[src/rtl/mgmt_pkg.sv]
package mgmt_pkg;
  localparam int PRE_BITS   = 32;
  localparam int ADDR_W     = 5;
  localparam int DATA_W     = 16;
  localparam int FRAME_BITS = PRE_BITS + 2 + 2 + 2 * ADDR_W + 2 + DATA_W;
  localparam int CNT_W      = $clog2(FRAME_BITS);
  localparam int RD_DRIVE   = FRAME_BITS - DATA_W - 2;
  localparam int DATA_START = FRAME_BITS - DATA_W;

  localparam logic [1:0] START_PAT = 2'b01;
  localparam logic [1:0] OPC_WR    = 2'b01;
  localparam logic [1:0] OPC_RD    = 2'b10;
  localparam logic [1:0] TA_WR     = 2'b10;

  function automatic logic [FRAME_BITS-1:0] build_frame(
    input logic              wr,
    input logic [ADDR_W-1:0] phy,
    input logic [ADDR_W-1:0] regad,
    input logic [DATA_W-1:0] wd
  );
    logic [1:0]        opc;
    logic [1:0]        ta;
    logic [DATA_W-1:0] dat;
    opc = wr ? OPC_WR : OPC_RD;
    ta  = wr ? TA_WR : 2'b00;
    dat = wr ? wd : '0;
    return {{PRE_BITS{1'b1}}, START_PAT, opc, phy, regad, ta, dat};
  endfunction
endpackage

[src/rtl/mgmt_mdc_gen.sv]
module mgmt_mdc_gen #(
  parameter int DIV_W = 8
) (
  input  logic             clk,
  input  logic             rst_n,
  input  logic             run,
  input  logic             hold,
  input  logic [DIV_W-1:0] div_half,
  output logic             mdc,
  output logic             rise_tick,
  output logic             fall_tick
);
  logic [DIV_W-1:0] cnt;
  logic             last;
  logic             step;

  // a half period ends when the count reaches div_half-1 (0 behaves as 1)
  always_comb begin
    last      = ({1'b0, cnt} + (DIV_W+1)'(1)) >= {1'b0, div_half};
    step      = run && !hold && last;
    rise_tick = step && !mdc;
    fall_tick = step && mdc;
  end

  always_ff @(posedge clk or negedge rst_n) begin
    if (!rst_n) begin
      cnt <= '0;
      mdc <= 1'b0;
    end else if (!run) begin
      cnt <= '0;
      mdc <= 1'b0;
    end else if (!hold) begin
      if (last) begin
        cnt <= '0;
        mdc <= ~mdc;
      end else begin
        cnt <= cnt + DIV_W'(1);
      end
    end
  end

  // transmit enable freezes the management clock
  p_mdc_frozen_r8: assert property (@(posedge clk) disable iff (!rst_n)
    (run && hold) |=> $stable(mdc));
endmodule

[src/rtl/mgmt_frame_seq.sv]
module mgmt_frame_seq
  import mgmt_pkg::*;
(
  input  logic              clk,
  input  logic              rst_n,
  input  logic              start,
  input  logic              start_write,
  input  logic [ADDR_W-1:0] start_phy,
  input  logic [ADDR_W-1:0] start_reg,
  input  logic [DATA_W-1:0] start_wdata,
  input  logic              rise_tick,
  input  logic              fall_tick,
  input  logic              line_in,
  output logic              busy,
  output logic              line_out,
  output logic              line_drive,
  output logic [DATA_W-1:0] rd_data,
  output logic              done
);
  localparam logic [CNT_W-1:0] LAST_IDX  = CNT_W'(FRAME_BITS - 1);
  localparam logic [CNT_W-1:0] DATA_IDX  = CNT_W'(DATA_START);
  localparam logic [CNT_W-1:0] DRIVE_END = CNT_W'(RD_DRIVE);

  logic [FRAME_BITS-1:0] sr;
  logic [CNT_W-1:0]      bitcnt;
  logic                  is_wr;

  always_ff @(posedge clk or negedge rst_n) begin
    if (!rst_n) begin
      sr      <= '0;
      bitcnt  <= '0;
      is_wr   <= 1'b0;
      busy    <= 1'b0;
      rd_data <= '0;
      done    <= 1'b0;
    end else begin
      done <= 1'b0;
      if (start && !busy) begin
        busy   <= 1'b1;
        is_wr  <= start_write;
        bitcnt <= '0;
        sr     <= build_frame(start_write, start_phy, start_reg, start_wdata);
      end else if (busy) begin
        if (rise_tick && !is_wr && bitcnt >= DATA_IDX)
          rd_data <= {rd_data[DATA_W-2:0], line_in};
        if (fall_tick) begin
          if (bitcnt == LAST_IDX) begin
            busy <= 1'b0;
            done <= 1'b1;
          end else begin
            bitcnt <= bitcnt + CNT_W'(1);
            sr     <= {sr[FRAME_BITS-2:0], 1'b0};
          end
        end
      end
    end
  end

  always_comb begin
    line_out   = sr[FRAME_BITS-1];
    line_drive = busy && (is_wr || bitcnt < DRIVE_END);
  end

  // completion is a single-cycle pulse
  p_done_pulse_r10: assert property (@(posedge clk) disable iff (!rst_n)
    done |=> !done);
  // busy drops exactly with the completion pulse
  p_busy_end_r7: assert property (@(posedge clk) disable iff (!rst_n)
    $fell(busy) |-> done);
endmodule

[src/rtl/mgmt_pin_mux.sv]
module mgmt_pin_mux (
  input  logic owns,
  input  logic mgmt_line,
  input  logic mgmt_drive,
  input  logic tx_d0,
  output logic pin_out,
  output logic pin_oe
);
  always_comb begin
    pin_out = owns ? mgmt_line : tx_d0;
    pin_oe  = owns ? mgmt_drive : 1'b1;
  end
endmodule

[src/rtl/mgmt_serial_master.sv]
module mgmt_serial_master
  import mgmt_pkg::*;
#(
  parameter int DIV_W = 8
) (
  input  logic              clk,
  input  logic              rst_n,
  input  logic              cmd_valid,
  output logic              cmd_ready,
  input  logic              cmd_write,
  input  logic [ADDR_W-1:0] cmd_phy,
  input  logic [ADDR_W-1:0] cmd_reg,
  input  logic [DATA_W-1:0] cmd_wdata,
  output logic              rsp_valid,
  output logic [DATA_W-1:0] rsp_rdata,
  input  logic [DIV_W-1:0]  div_half,
  input  logic              tx_en_in,
  input  logic              tx_d0_in,
  output logic              mgmt_busy,
  output logic              mdc,
  output logic              pin_out,
  output logic              pin_oe,
  input  logic              pin_in
);
  logic start;
  logic rise_tick;
  logic fall_tick;
  logic mgmt_line;
  logic mgmt_drive;

  always_comb begin
    cmd_ready = !mgmt_busy && !tx_en_in;
    start     = cmd_valid && cmd_ready;
  end

  mgmt_mdc_gen #(.DIV_W(DIV_W)) i_mdc (
    .clk      (clk),
    .rst_n    (rst_n),
    .run      (mgmt_busy),
    .hold     (tx_en_in),
    .div_half (div_half),
    .mdc      (mdc),
    .rise_tick(rise_tick),
    .fall_tick(fall_tick)
  );

  mgmt_frame_seq i_seq (
    .clk        (clk),
    .rst_n      (rst_n),
    .start      (start),
    .start_write(cmd_write),
    .start_phy  (cmd_phy),
    .start_reg  (cmd_reg),
    .start_wdata(cmd_wdata),
    .rise_tick  (rise_tick),
    .fall_tick  (fall_tick),
    .line_in    (pin_in),
    .busy       (mgmt_busy),
    .line_out   (mgmt_line),
    .line_drive (mgmt_drive),
    .rd_data    (rsp_rdata),
    .done       (rsp_valid)
  );

  mgmt_pin_mux i_mux (
    .owns      (mgmt_busy),
    .mgmt_line (mgmt_line),
    .mgmt_drive(mgmt_drive),
    .tx_d0     (tx_d0_in),
    .pin_out   (pin_out),
    .pin_oe    (pin_oe)
  );

  // a transfer never begins on an edge where transmit enable was high
  p_no_start_in_tx_r6: assert property (@(posedge clk) disable iff (!rst_n)
    $rose(mgmt_busy) |-> !$past(tx_en_in));
  // the management clock rests low when idle
  p_idle_mdc_low_r9: assert property (@(posedge clk) disable iff (!rst_n)
    !mgmt_busy |-> !mdc);
  // the driven bit does not move while MDC stays high
  p_bit_stable_high_r3: assert property (@(posedge clk) disable iff (!rst_n)
    (mgmt_busy && mdc && $past(mgmt_busy && mdc)) |-> $stable(mgmt_line));
endmodule

[config.mk]
export PLATFORM = sky130hd
export DESIGN_NAME = mgmt_serial_master
export DESIGN_NICKNAME = d
export VERILOG_FILES = /design/src/rtl/mgmt_pkg.sv /design/src/rtl/mgmt_mdc_gen.sv /design/src/rtl/mgmt_frame_seq.sv /design/src/rtl/mgmt_pin_mux.sv /design/src/rtl/mgmt_serial_master.sv
export SDC_FILE = /design/constraint.sdc
export NUM_CORES = 1
export LEC_CHECK = 0
export BUFFER_PORTS_ARGS = -buffer_cell sky130_fd_sc_hd__buf_2
export CORE_UTILIZATION = 35
export DETAILED_ROUTE_END_ITERATION = 6
export GPL_ROUTABILITY_DRIVEN = 0
export GPL_TIMING_DRIVEN = 0
export MAX_ROUTING_LAYER = met4
export RECOVER_POWER = 50
export SLEW_MARGIN = 20
export SYNTH_ARGS = -nofsm -noshare
export SYNTH_HDL_FRONTEND = slang
export SYNTH_SLANG_ARGS = --single-unit
[constraint.sdc]
create_clock -name clk -period 5.9 [get_ports clk]
set_input_delay 1.18 -clock clk [delete_from_list [all_inputs] [get_ports clk]]
set_output_delay 1.18 -clock clk [all_outputs]
set_load 0.05 [all_outputs]
# Yosys cells after proc, flatten, opt, wreduce, memory -nomap -nowiden
# Index checks and enable logic that the tools add are counted.
# classes
reduce_logical	20
n_lt_le_gt_ge	3
addsub	3
eq_ne	4
bitwise	2
n_mux	27
# ops
operator	count
$mux 64	4
$mux 6	4
$mux 8	3
$mux 16	1
$mux 1	13
$logic_and 1x1->1	10
$add 8x1->9 const B	1
$ge 9x8->1	1
$add 8x1->8 const B	1
$add 6x1->6 const B	1
$eq 6x6->1 const B	1
$ge 6x6->1 const B	1
$lt 6x6->1 const B	1
$reduce_and 3->1	2
$logic_not 1->1	4
$mux 2	2
$ne 2x2->1 const B	2
$reduce_bool 2->1	2
$ne 2x1->1 const B	1
$not 1->1	2
$reduce_and 2->1	1
$logic_or 1x1->1	1
# word_totals
word_cells	67
out_inout_bits	22
in_bits	41
regBits	98

# Logic depth before layout (Yosys ltp)
# logic_depth
ltp_word	7
mapped_depth	13
mapped_depth_nobuf	10

# By module
# A second synthesis with hierarchy kept.
# hier_totals
cells_unflattened	480
area_unflattened_um2	5063.6
# modules_own_cells
module	cells_each	seq_area_each_um2	instances	area_per_inst_um2
mgmt_frame_seq	385	2227.1	1	4237.8
mgmt_mdc_gen	91	225.2	1	788.3
mgmt_pin_mux	2	0.0	1	21.3
mgmt_serial_master	2	0.0	1	16.3

# Least setup slack after synthesis
# Ideal clock, no wire load.
# synth_timing
kind	input to output
start	input tx_en_in
end	output cmd_ready
path_slack_ns	2.615
t_required_ns	4.720
path_stages	2
arrival_time_ns	2.105
path_buffers	1
path_cell_list	clkbuf_1 > nor2_1
# synth_between
elab_chain_cells	2
# synth_rtl
item	line	text
from (decl)	mgmt_serial_master.sv:17	input logic tx_en_in,
$logic_not 1->1	mgmt_serial_master.sv:32	cmd_ready = !mgmt_busy && !tx_en_in;
$logic_and 1x1->1	mgmt_serial_master.sv:32	
to (decl)	mgmt_serial_master.sv:9	output logic cmd_ready,
# Every way passes these cells.

# Worst setup path after layout
# layout_timing
start	register i_mdc.cnt[2]
end	register i_seq.sr[27]
# layout_between
elab_chain_cells	6
# layout_rtl
item	line	text
from (decl)	mgmt_mdc_gen.sv:13	logic [DIV_W-1:0] cnt;
from (signal assigned)	mgmt_mdc_gen.sv:37	cnt <= cnt + DIV_W'(1);
$add 8x1->9	mgmt_mdc_gen.sv:19	last = ({1'b0, cnt} + (DIV_W+1)'(1)) >= {1'b0, div_half};
$ge 9x8->1	mgmt_mdc_gen.sv:19	
$logic_and 1x1->1	mgmt_mdc_gen.sv:20	step = run && !hold && last;
$logic_and 1x1->1	mgmt_mdc_gen.sv:22	fall_tick = step && mdc;
$reduce_bool 2->1 (no line)	-	
$reduce_and 3->1 (no line)	-	
to (signal assigned)	mgmt_frame_seq.sv:42	sr <= build_frame(start_write, start_phy, start_reg, start_wdata);
to (signal assigned)	mgmt_frame_seq.sv:52	sr <= {sr[FRAME_BITS-2:0], 1'b0};
to (decl)	mgmt_frame_seq.sv:24	logic [FRAME_BITS-1:0] sr;
# Every way passes these cells.
# A chain may end at the register's enable or synchronous reset.

==> key figures <==
Outcome
  – Status: complete, but fails checks
  – Failing checks: max-capacitance violations, max-slew violations

Placement
  – Hpwl dp: just over 7 mm
  – Buffers on Ports: 60

Worst setup path
  – Most Frequent Cell on Critical Path: and3_1
  – Critical Path RT: a little over 6 ns
  – Crit path DAT: 3.74 ns
  – Capturing element type of the critical path: register
  – Beginning of the worst register-to-register path: i_mdc.cnt[2]
  – Critical path peak fanout: 10
  – Worst path max stage delay: about 0.87 ns
  – Setup crit start: i_mdc.cnt[2]
  – Critical path's slowest cell: o211ai_1
  – Worst path top cell family by delay: compound AO/OA/AOI/OAI gates
  – Setup CP Type: reg -> reg
  – WP buf/inv: 1
  – R2r setup slk: approximately 2.4 ns
  – Critical-path cell list: and3_1 -> and3_1 -> nand3_1 -> xnor2_1 -> ha_1 -> and3_1 -> o2111ai_1 -> o211ai_1 -> clkbuf_1 -> a31oi_1 -> a21oi_1
  – Startpoint Class: register

Logic synthesis
  – Largest area contributor in the netlist: dfrtp_1
  – Synth Flop Type: dfrtp_1
  – Area of the mapped netlist: between 4000 and 5000 sq um
  – Syn nets: between 500 and 600
  – Ranking of synthesized cells by area: dfrtp_1, nand3_1, o21ai_0
  – Seq/Total Area, Yosys: 0.5292
  – Yosys cell types: 43
  – Cells after synthesis: 474
  – Number of enable flip-flop cells after synthesis: 0
  – Yosys top cell area share: 0.5292
  – Post-synth ARST share: 1.000
  – Synth warn: 0
  – Syn avg cell area: ~9.8 sq um
  – Yosys reg bits: 98

Timing
  – Crit share post-route: 0.5866
  – Hold WS: ~0.5 ns
  – Minimum clock period after layout: 3.461 ns
  – Worst rel slew slack: -0.4094
  – RSZ-0062 raised after global routing: false
  – Maximum clock frequency: about 0.29 GHz
  – Max Transition Viols Final: 37
  – Setup_tns: 0 ns
  – Final Setup Violations: 0
  – Final hold vios: 0
  – Slew at the pin closest to its max-slew limit: approximately 2.1 ns
  – Clk_skew: around 0.007 ns

CTS
  – CTS buffer count: 9
  – Deepest clock path buffer count: 2
  – Post-cts sizing count: 0
  – Sink Count: 98
  – Clk pin slew, worst setup/hold paths: approximately 0.070 ns
  – Postcts setup bufs: 0
  – Clock Root Buffer: clkbuf_16
  – CTS tree: built
  – Htree depth: 3
  – Hold-fix buffers at CTS: 0
  – Worst-Skew Late Latency: 0.35 ns

Flow run
  – Max Cap Viol: 1

Route
  – Via Count: between 3000 and 4000
  – WL/cell: around 15 microns
  – Vias per std cell: about 5.3
  – Post-DRT Antenna Nets: 0
  – DRT Wirelength: 10.56 mm
  – DRT Pass-1 Iters: 5
  – Starting DRC count in detailed routing: approximately 290
  – DRC: 0

Global routing
  – First-pass GRT wire length: 18.24 mm
  – Tot GR Track Use: 0.1760
  – Total grt overflow: 0
  – Antenna violations before repair: 0
  – Vias in the first global route: between 3000 and 4000
  – Largest net degree at the start of global routing: 63

Min path
  – Hold Path Class: reg -> reg
  – Hold Crit Start: i_seq.is_wr

Finish
  – Diodes inserted: 0
  – Ratio of cells with drive above 1 in the final layout: 0.1506
  – Commonest non-fill, non-tap cells in the layout: dfrtp_1, nand3_1, o21ai_0
  – FILL cells: 1251
  – Commonest non-fill, non-tap cell in the layout: dfrtp_1
  – Area growth from synthesis to layout: 18.01%
  – # nets final: 597

Floorplan
  – Die Y: around 120 microns
  – Die ar.: 13710 sq um
  – CORE AREA: 12770 sq um
  – Effective utilization at floorplan: 0.3628
  – Chip width: around 120 microns
  – # IOs: 63
  – # rows: between 40 and 50

Pwr
  – Sw Ratio: 0.2960
  – Net switching power: approximately 0.00053 W
  – Logic pwr share: 0.173
  – Cell-internal power: 0.001272 W
  – Clock network fraction of total power: 0.334
  – Sequential share of power: 0.493
  – Power per cell area: roughly 330 nW/um^2
  – Max rail drop VDD: approximately 0.15 mV
  – Lkg Pwr: roughly 2.3 nW
==> per-stage QoR <==
stage / setup slack, ns / util / area, sq um / power, W / cells
2_1_floorplan: 2.615 / - / 4634 / 0.001108 / 474
3_3_place_gp: 2.306 / 0.4032 / 5150 / 0.001199 / 706
3_5_place_dp: 2.223 / 0.4058 / 5184 / 0.001218 / 707
4_1_cts: 2.422 / 0.4298 / 5490 / 0.001826 / 723
5_1_grt: 2.141 / 0.4282 / 5469 / 0.001918 / 723
6_report: 2.439 / 0.4282 / 5469 / 0.001806 / 723
==> Yosys cell counts (2+ instances only) <==
cell	number
a31oi_1	25
mux2_2	7
a21boi_0	2
or3_1	3
dfrtp_1	98
xnor2_1	4
o31ai_1	3
inv_1	9
xor2_1	2
a32o_1	7
o21ai_0	65
mux2i_1	2
or4_1	2
nor2_1	12
nand3_1	77
o211ai_1	5
and2_1	3
clkbuf_1	35
and3_1	8
a21o_1	2
buf_2	5
a21oi_1	44
nand2_1	13
mux2_1	10
ha_1	10
buf_1	4
==> power by group through the flow <==
| stage | logic, W | registers [W] | clock network [W] |
|---|---|---|---|
| after CTS | 0.000317 | 0.000890 | 0.000618 |
| final | 0.000312 | 0.000891 | 0.000603 |
| after detailed placement | 0.000317 | 0.000901 | 0 |
| after global placement | 0.000303 | 0.000896 | 0 |
| after floorplan | 0.000221 | 0.000887 | 0 |
| after global routing | 0.000363 | 0.000909 | 0.000645 |
==> final timing paths <==
path | endpoint | depth (start not counted)
setup / recovery | i_seq.sr[27] | 11
hold / removal | i_seq.is_wr | 2
setup reg to reg | i_seq.sr[27] | 11
hold reg to reg | i_seq.is_wr | 2
max in group asynchronous | i_seq.sr[10] | 1
min in group asynchronous | i_mdc.cnt[6] | 1
==> state kept, by name, summed over array words and instances (netlist names) <==
name / flops
i_seq.busy: 1
i_mdc.cnt: 8
i_seq.done: 1
i_seq.sr: 64
i_seq.rd_data: 16
i_mdc.mdc: 1
i_seq.is_wr: 1
i_seq.bitcnt: 6
==> cell families (layout without fill, tap and decap cells) <==
kind of cell,Yosys count,count (layout),share of synthesized area
compound gates,159,159,0.1976
simple gates,127,127,0.1423
flops,98,98,0.5292
buf+inv,55,132,0.04697
mux,19,19,0.04563
fa+ha+maj,10,10,0.02700
xor+xnor,6,6,0.01134
==> layout make-up <==
class	instances	area, sq um	area share
flip-flops and latches	98	2452	0.4484
multi-input cells	321	1964	0.3592
repair buffers	61	312.8	0.05720
clock buffers	9	225.2	0.04118
well taps	172	215.2	0.03935
plain buffers	46	183.9	0.03363
clock inverters	7	81.33	0.01487
inverters	9	33.78	0.006177
==> layer usage <==
metal	up-vias	global-route usage	share of wire
met5	-	-	0
met4	0	0.04895	0.0088
met3	10	0.04428	0.049
met2	92	0.2592	0.45
met1	1857	0.2404	0.50
li1	1878	-	-
==> worst register-to-register path: stages (launching register included) <==
cell       delay [ns]
dfrtp_1          0.42
and3_1           0.22
and3_1           0.21
nand3_1          0.10
xnor2_1          0.16
ha_1             0.30
and3_1           0.18
o2111ai_1        0.15
o211ai_1         0.87
clkbuf_1         0.48
a31oi_1          0.15
a21oi_1          0.16
Note: power is estimated with default switching activity, not from simulation.
